===== config.mk =====
export PLATFORM = sky130hd
export DESIGN_NAME = burst_beat_seq
export DESIGN_NICKNAME = d
export VERILOG_FILES = /design/src/rtl/burst_seq_pkg.sv /design/src/rtl/burst_seq_start_sel.sv /design/src/rtl/burst_seq_ctrl.sv /design/src/rtl/burst_seq_addr_gen.sv /design/src/rtl/burst_beat_seq.sv
export SDC_FILE = /design/constraint.sdc
export NUM_CORES = 1
export LEC_CHECK = 0
export ABC_CLOCK_PERIOD_IN_PS = 3400
export BUFFER_PORTS_ARGS = -buffer_cell sky130_fd_sc_hd__buf_4
export CELL_PAD_IN_SITES_DETAIL_PLACEMENT = 0
export CELL_PAD_IN_SITES_GLOBAL_PLACEMENT = 1
export CORE_MARGIN = 5
export CORE_UTILIZATION = 36
export CTS_CLUSTER_DIAMETER = 200
export DETAILED_ROUTE_END_ITERATION = 7
export PLACE_DENSITY = 0.89
export SLEW_MARGIN = 25
export SYNTH_ARGS = -nofsm -noshare
export SYNTH_HDL_FRONTEND = slang
export SYNTH_HIERARCHICAL = 1
export SYNTH_SLANG_ARGS = --single-unit

===== constraint.sdc =====
create_clock -name clk -period 3.4 [get_ports clk]
set_input_delay 0 -clock clk [delete_from_list [all_inputs] [get_ports clk]]
set_output_delay 0 -clock clk [all_outputs]
set_load 0.005 [all_outputs]

===== src/rtl/burst_seq_pkg.sv =====
package burst_seq_pkg;
   typedef enum logic [1:0] {
      KIND_LOAD_MISS  = 2'd0,
      KIND_STORE_MISS = 2'd1,
      KIND_OTHER      = 2'd2,
      KIND_SINGLE     = 2'd3
   } kind_e;

   function automatic logic is_critical_kind(kind_e k);
      return (k == KIND_LOAD_MISS) || (k == KIND_STORE_MISS);
   endfunction
endpackage


===== src/rtl/burst_seq_start_sel.sv =====
module burst_seq_start_sel
   import burst_seq_pkg::*;
#(
   parameter int ADDR_W        = 32,
   parameter int OFF_W         = 3,
   parameter int IDX_W         = 2,
   parameter bit CRIT_FIRST_EN = 1'b1
) (
   input  logic [ADDR_W-1:0] addr_i,
   input  kind_e             kind_i,
   output logic [IDX_W-1:0]  start_field_o,
   output logic              burst_o,
   output logic              crit_o
);
   localparam int FLD_LSB = OFF_W;
   localparam int FLD_MSB = OFF_W + IDX_W - 1;

   logic [IDX_W-1:0] req_field;
   assign req_field = addr_i[FLD_MSB:FLD_LSB];
   assign burst_o   = (kind_i != KIND_SINGLE);

   generate
      if (CRIT_FIRST_EN) begin : g_crit_first
         always_comb begin
            crit_o        = is_critical_kind(kind_i);
            start_field_o = (crit_o || !burst_o) ? req_field : '0;
         end
      end else begin : g_line_first
         always_comb begin
            crit_o        = 1'b0;
            start_field_o = burst_o ? '0 : req_field;
         end
      end
   endgenerate

   always_comb begin
      a_r4_other_aligned: assert (!(burst_o && !crit_o) || start_field_o == '0)
         else $error("a_r4_other_aligned: non-critical burst must start line aligned");
   end
endmodule


===== src/rtl/burst_seq_ctrl.sv =====
module burst_seq_ctrl #(
   parameter int LINE_BEATS = 4,
   parameter int IDX_W      = 2
) (
   input  logic             clk,
   input  logic             rst_n,
   input  logic             start_i,
   input  logic             abort_i,
   input  logic             advance_i,
   input  logic             burst_req_i,
   input  logic             crit_req_i,
   output logic             accept_o,
   output logic             busy_o,
   output logic [IDX_W-1:0] idx_o,
   output logic             last_o,
   output logic             burst_o,
   output logic             critical_o
);
   localparam logic [IDX_W-1:0] LAST_IDX = IDX_W'(LINE_BEATS - 1);

   logic             busy_q;
   logic [IDX_W-1:0] idx_q;
   logic             burst_q;
   logic             crit_q;

   assign accept_o = start_i && !busy_q && !abort_i;

   always_ff @(posedge clk) begin
      if (!rst_n) begin
         busy_q  <= 1'b0;
         idx_q   <= '0;
         burst_q <= 1'b0;
         crit_q  <= 1'b0;
      end else if (abort_i) begin
         busy_q <= 1'b0;
         idx_q  <= '0;
      end else if (!busy_q) begin
         if (start_i) begin
            busy_q  <= 1'b1;
            idx_q   <= '0;
            burst_q <= burst_req_i;
            crit_q  <= crit_req_i;
         end
      end else if (advance_i) begin
         if (last_o) begin
            busy_q <= 1'b0;
            idx_q  <= '0;
         end else begin
            idx_q <= idx_q + 1'b1;
         end
      end
   end

   assign busy_o     = busy_q;
   assign idx_o      = idx_q;
   assign burst_o    = busy_q && burst_q;
   assign last_o     = busy_q && (!burst_q || idx_q == LAST_IDX);
   assign critical_o = busy_q && crit_q && (idx_q == '0);

   a_r6_idx_hold: assert property (@(posedge clk) disable iff (!rst_n)
      busy_o && !advance_i && !abort_i |=> $stable(idx_o) && busy_o)
      else $error("a_r6_idx_hold");
   a_r7_last_ends: assert property (@(posedge clk) disable iff (!rst_n)
      busy_o && last_o && advance_i && !abort_i |=> !busy_o)
      else $error("a_r7_last_ends");
   a_r9_abort_idle: assert property (@(posedge clk) disable iff (!rst_n)
      abort_i |=> !busy_o)
      else $error("a_r9_abort_idle");
   a_r2_burst_steady: assert property (@(posedge clk) disable iff (!rst_n)
      busy_o && !abort_i && !last_o |=> $stable(burst_o))
      else $error("a_r2_burst_steady");
   a_r10_start_ignored: assert property (@(posedge clk) disable iff (!rst_n)
      busy_o && start_i && !advance_i && !abort_i |=> $stable(idx_o) && $stable(burst_o))
      else $error("a_r10_start_ignored");
   a_r3_crit_first_only: assert property (@(posedge clk) disable iff (!rst_n)
      critical_o |-> idx_o == '0 && busy_o)
      else $error("a_r3_crit_first_only");
   a_r8_single_last: assert property (@(posedge clk) disable iff (!rst_n)
      busy_o && !burst_o |-> last_o)
      else $error("a_r8_single_last");
endmodule


===== src/rtl/burst_seq_addr_gen.sv =====
module burst_seq_addr_gen #(
   parameter int ADDR_W = 32,
   parameter int OFF_W  = 3,
   parameter int IDX_W  = 2
) (
   input  logic              clk,
   input  logic              rst_n,
   input  logic              accept_i,
   input  logic [ADDR_W-1:0] addr_i,
   input  logic [IDX_W-1:0]  start_field_i,
   input  logic              busy_i,
   input  logic              advance_i,
   input  logic              abort_i,
   input  logic              last_i,
   input  logic [IDX_W-1:0]  idx_i,
   output logic [ADDR_W-1:0] beat_addr_o
);
   localparam int LINE_LSB = OFF_W + IDX_W;
   localparam int LINE_W   = ADDR_W - LINE_LSB;

   logic [LINE_W-1:0] line_q;
   logic [IDX_W-1:0]  start_q;
   logic [IDX_W-1:0]  field;

   always_ff @(posedge clk) begin
      if (!rst_n) begin
         line_q  <= '0;
         start_q <= '0;
      end else if (accept_i) begin
         line_q  <= addr_i[ADDR_W-1:LINE_LSB];
         start_q <= start_field_i;
      end
   end

   // modulo wrap falls out of the IDX_W-bit addition
   assign field       = start_q + idx_i;
   assign beat_addr_o = busy_i ? {line_q, field, {OFF_W{1'b0}}} : '0;

   a_r5_line_fixed: assert property (@(posedge clk) disable iff (!rst_n)
      busy_i && advance_i && !last_i && !abort_i
      |=> beat_addr_o[ADDR_W-1:LINE_LSB] == $past(beat_addr_o[ADDR_W-1:LINE_LSB]))
      else $error("a_r5_line_fixed");
   a_r5_field_step: assert property (@(posedge clk) disable iff (!rst_n)
      busy_i && advance_i && !last_i && !abort_i
      |=> beat_addr_o[LINE_LSB-1:OFF_W] == $past(beat_addr_o[LINE_LSB-1:OFF_W]) + 1'b1)
      else $error("a_r5_field_step");
endmodule


===== src/rtl/burst_beat_seq.sv =====
module burst_beat_seq
   import burst_seq_pkg::*;
#(
   parameter int ADDR_W        = 32,
   parameter int BEAT_BYTES    = 8,
   parameter int LINE_BEATS    = 4,
   parameter bit CRIT_FIRST_EN = 1'b1,
   localparam int IDX_W        = $clog2(LINE_BEATS),
   localparam int OFF_W        = $clog2(BEAT_BYTES)
) (
   input  logic              clk,
   input  logic              rst_n,
   input  logic              start_i,
   input  logic              abort_i,
   input  logic [ADDR_W-1:0] txn_addr_i,
   input  logic [1:0]        txn_kind_i,
   input  logic              advance_i,
   output logic              busy_o,
   output logic [ADDR_W-1:0] beat_addr_o,
   output logic [IDX_W-1:0]  beat_idx_o,
   output logic              last_beat_o,
   output logic              burst_o,
   output logic              critical_o
);
   generate
      if (LINE_BEATS < 2 || (1 << IDX_W) != LINE_BEATS) begin : g_bad_beats
         $error("LINE_BEATS must be a power of two of at least 2");
      end
      if (BEAT_BYTES < 1 || (1 << OFF_W) != BEAT_BYTES) begin : g_bad_bytes
         $error("BEAT_BYTES must be a power of two");
      end
      if (ADDR_W <= OFF_W + IDX_W) begin : g_bad_addr
         $error("ADDR_W too narrow for one line");
      end
   endgenerate

   kind_e            kind;
   logic [IDX_W-1:0] start_field;
   logic             burst_req;
   logic             crit_req;
   logic             accept;

   assign kind = kind_e'(txn_kind_i);

   burst_seq_start_sel #(
      .ADDR_W(ADDR_W), .OFF_W(OFF_W), .IDX_W(IDX_W), .CRIT_FIRST_EN(CRIT_FIRST_EN)
   ) u_start_sel (
      .addr_i(txn_addr_i), .kind_i(kind),
      .start_field_o(start_field), .burst_o(burst_req), .crit_o(crit_req)
   );

   burst_seq_ctrl #(.LINE_BEATS(LINE_BEATS), .IDX_W(IDX_W)) u_ctrl (
      .clk(clk), .rst_n(rst_n), .start_i(start_i), .abort_i(abort_i),
      .advance_i(advance_i), .burst_req_i(burst_req), .crit_req_i(crit_req),
      .accept_o(accept), .busy_o(busy_o), .idx_o(beat_idx_o),
      .last_o(last_beat_o), .burst_o(burst_o), .critical_o(critical_o)
   );

   burst_seq_addr_gen #(.ADDR_W(ADDR_W), .OFF_W(OFF_W), .IDX_W(IDX_W)) u_addr (
      .clk(clk), .rst_n(rst_n), .accept_i(accept), .addr_i(txn_addr_i),
      .start_field_i(start_field), .busy_i(busy_o), .advance_i(advance_i),
      .abort_i(abort_i), .last_i(last_beat_o), .idx_i(beat_idx_o),
      .beat_addr_o(beat_addr_o)
   );

   a_r1_idle_quiet: assert property (@(posedge clk) disable iff (!rst_n)
      !busy_o |-> !burst_o && !last_beat_o && !critical_o && beat_addr_o == '0)
      else $error("a_r1_idle_quiet");
endmodule


==> impl_table.tex <==
\begin{tabular}{lr}
\hline
Metric & Value \\
\hline
\multicolumn{2}{l}{\textbf{Outcome}} \\
\quad Outcome & finished clean \\
\multicolumn{2}{l}{\textbf{Clock network}} \\
\quad Number of instances resized during post-cts repair & 0 \\
\quad Clock Pin Slew Worst Setup and Hold Paths & 0.07 ns \\
\quad Longest Clk Path Bufs & 2 \\
\quad Post-CTS Setup Repair Bufs & 0 \\
\quad Number of clock buffers inserted by TritonCTS & 5 \\
\quad Deepest level of the CTS H-tree & 2 \\
\quad Clock sink count & 34 \\
\quad Library cell used as clock root buffer & sky130\_fd\_sc\_hd\_\_clkbuf\_8 \\
\quad Clock insertion delay at the later pin of the skew report & 0.28 ns \\
\quad TritonCTS clock tree & done \\
\multicolumn{2}{l}{\textbf{Placement}} \\
\quad Place WS & around 1.7 ns \\
\quad DPL Wire Length & 2.53 mm \\
\quad Placed Instance Area & 2190 µm² \\
\quad RePlAce Congestion & 0.705 \\
\quad Buffers on Ports & 70 \\
\quad Placed Instances & between 200 and 300 \\
\multicolumn{2}{l}{\textbf{Detailed routing}} \\
\quad Via count & 1,423 \\
\quad Total detailed-routing wirelength & 3.97 mm \\
\quad Remaining number of nets flagged by the antenna check after routing & 0 \\
\quad Residual DRC count & 0 \\
\quad Detailed-routing iteration count for the pre-antenna-repair pass & 4 \\
\quad Routed WL per cell & 12.5 µm \\
\quad Via density per instance & 4.47 \\
\quad Count of routing violations after the opening detailed-route iteration & 29 \\
\multicolumn{2}{l}{\textbf{Setup path}} \\
\quad Maximum net fanout on the critical path & 38 \\
\quad CP Capture Type & flop \\
\quad Worst R2R Path Depth & 5 \\
\quad Startpoint type of the worst setup path & flop \\
\quad Worst Path Required & 3.57 ns \\
\quad Crit path arrival time & about 1.8 ns \\
\quad Crit Path Category & reg -> reg \\
\multicolumn{2}{l}{\textbf{Floorplanning}} \\
\quad Number of rows created at floorplan & 24 \\
\quad Die Outline Area & 6110 µm² \\
\quad Core outline area & between 4000 and 5000 µm² \\
\quad Die span in x & 78.2 µm \\
\quad Starting utilization of the core area & 0.376 \\
\quad Vertical die dimension & 78.2 µm \\
\quad Number of top-level pins & 77 \\
\multicolumn{2}{l}{\textbf{Cells and area}} \\
\quad Most common cell after layout, fill and taps aside & sky130\_fd\_sc\_hd\_\_buf\_4 \\
\quad Fraction of layout cells with a size suffix above 1 & 0.301 \\
\quad Highest-count cells in the layout ignoring fill and taps & sky130\_fd\_sc\_hd\_\_buf\_4 (72), sky130\_fd\_sc\_hd\_\_dfxtp\_1 (34), sky130\_fd\_sc\_hd\_\_nor2b\_1 (33) \\
\quad N\_diodes & 0 \\
\quad Number of nets at the end of the flow & roughly 310 \\
\quad Number of standard cells in the final layout excluding fillers & 318 \\
\quad Finished Core Util & 0.578 \\
\quad Finished layout cell area & 2570 µm² \\
\quad Area used by sequential logic in the layout & 681 µm² \\
\quad Number of fill cells in the layout & about 400 \\
\quad Area of the multi-input gates & just under 900 µm² \\
\quad Relative area change from synthesis to final layout & 53.6\% \\
\multicolumn{2}{l}{\textbf{STA}} \\
\quad Share of the clock period used by the worst path after layout & 0.490 \\
\quad Total negative setup slack & 0 ns \\
\quad Min Clock Period, post-route & 1.66 ns \\
\quad Final critical-path setup slack & 1.74 ns \\
\quad Relative max-transition margin & 0.645 \\
\quad Setup repair after global routing missed its margin & false \\
\quad Final setup violating endpoints & 0 \\
\quad Transition at the pin with the smallest max-transition slack & $\sim$0.53 ns \\
\quad Highest attainable clock frequency & 601 MHz \\
\quad Final clock skew & 0.00540 ns \\
\quad Final slew viol count & 0 \\
\quad Number of hold violations in the final report & 0 \\
\quad Hold\_ws & 0.0137 ns \\
\multicolumn{2}{l}{\textbf{Yosys}} \\
\quad Sequential element share of the synthesized area & 0.407 \\
\quad Yosys reg bits & 34 \\
\quad Synth Warn \# & 6 \\
\quad Syn avg cell area & 9.96 µm² \\
\quad Netlist area before placement & $\sim$1700 µm² \\
\quad Synth cell types & 26 \\
\quad Count of mapped cells out of synthesis & around 170 \\
\multicolumn{2}{l}{\textbf{Power}} \\
\quad Overall power consumption & 0.862 mW \\
\quad Leakage & 1.14 nW \\
\quad Cell area power density & 335 nW/µm² \\
\quad Worst VDD drop & 265 µV \\
\multicolumn{2}{l}{\textbf{GRT}} \\
\quad Initial antenna violation count & 0 \\
\quad Number of global-route vias before repair & 1,453 \\
\quad Leftover overflow at the end of global routing & 0 \\
\quad Maximum number of pins on one net before global-route repair & 39 \\
\quad Global routing usage summed across all routing layers & 0.136 \\
\quad Wire length of the first global-routing pass & 6.66 mm \\
\multicolumn{2}{l}{\textbf{Min path}} \\
\quad Worst hold path stage count & 4 \\
\quad Kind of path behind the tightest hold check & in -> reg \\
\multicolumn{2}{l}{\textbf{Job}} \\
\quad Number of violations of the max-capacitance limit & 0 \\
\hline
\end{tabular}
[synth_stat cells (all sizes together)]
| cell type | instances | area [µm²] |
|---|---|---|
| dfxtp | 34 | 681 |
| and2 | 31 | 194 |
| ha | 3 | 37.5 |
| a31o | 1 | 8.76 |
| nor3b | 1 | 18.8 |
| nor2b | 33 | 206 |
| nand3 | 2 | 10.0 |
| nor3 | 1 | 5.00 |
| buf | 9 | 82.6 |
| nor2 | 2 | 7.51 |
| conb | 1 | 3.75 |
| o22ai | 1 | 6.26 |
| inv | 3 | 11.3 |
| nand2 | 4 | 15.0 |
| and3 | 1 | 6.26 |
| xnor3 | 1 | 22.5 |
| clkbuf | 4 | 15.0 |
| nand2b | 2 | 12.5 |
| mux2i | 30 | 300 |
| a32o | 1 | 10.0 |
| nand4b | 1 | 8.76 |
| o21ai | 2 | 10.0 |
[worst paths after layout]
kind                              start                              to  slack, ns
max            u_ctrl/busy_o$_SDFF_PP0_  u_addr/line_q[12]$_SDFFE_PN0P_       1.74
min                       txn_kind_i[1]      u_ctrl/crit_q$_SDFFE_PN0P_       0.01
max reg2reg    u_ctrl/busy_o$_SDFF_PP0_  u_addr/line_q[12]$_SDFFE_PN0P_       1.74
min reg2reg  u_ctrl/crit_q$_SDFFE_PN0P_      u_ctrl/crit_q$_SDFFE_PN0P_       0.47
[layout make-up]
class / count / share of cell area
clock buffer: 7 / 0.0336
clock inverter: 1 / 0.00195
inverter: 3 / 0.00438
multi-input combinational: 120 / 0.347
sequential: 34 / 0.265
tap: 52 / 0.0253
timing repair buffer: 101 / 0.323
[registers in the layout, indices dropped and copies added, names as in the netlist]
name and flops:
u_ctrl/idx_o 2, u_ctrl/crit_q 1, u_ctrl/burst_q 1, u_addr/start_q 2
u_addr/line_q 27, u_ctrl/busy_o 1
[routing by layer]
layer,routed length [µm],part of all wire,vias to the layer above,global-route usage
met1,1740,0.44,639,0.157
met4,36,0.0091,0,0.0472
met2,1930,0.49,53,0.236
li1,-,-,729,-
met3,268,0.067,2,0.0446
met5,0,0,-,0
[cells by family after synthesis]
family	count (synthesis)	share of synthesized area
and+or+nand+nor	78	0.289
DFF	34	0.407
muxes	30	0.180
buffers and inverters	16	0.0651
AOI/OAI and AO/OA	5	0.0209
adders and majority gates	3	0.0224
other	1	0.00224
xor gates and xnor gates	1	0.0135
[critical path: stages, from the launching register on]
cell	delay [ns]
sky130_fd_sc_hd__dfxtp_1	0.30
sky130_fd_sc_hd__buf_4	0.23
sky130_fd_sc_hd__nor3b_4	0.20
sky130_fd_sc_hd__buf_4	0.47
sky130_fd_sc_hd__mux2i_1	0.27
sky130_fd_sc_hd__nor2b_1	0.07
[repair_timing]
item | CTS | global route
hold buffers | 29 | 0
setup endpoints to repair | 0 | 0
endpoints found under the hold margin | 29 | 0
[report_power, final]
group | leakage [nW] | internal [mW] | switching, mW
clock | 0.0482 | 0.163 | 0.135
sequential | 0.278 | 0.417 | 0.00837
combinational | 0.815 | 0.0874 | 0.0513
total | 1.14 | 0.667 | 0.194
Note: power is estimated with default switching activity, not from simulation.
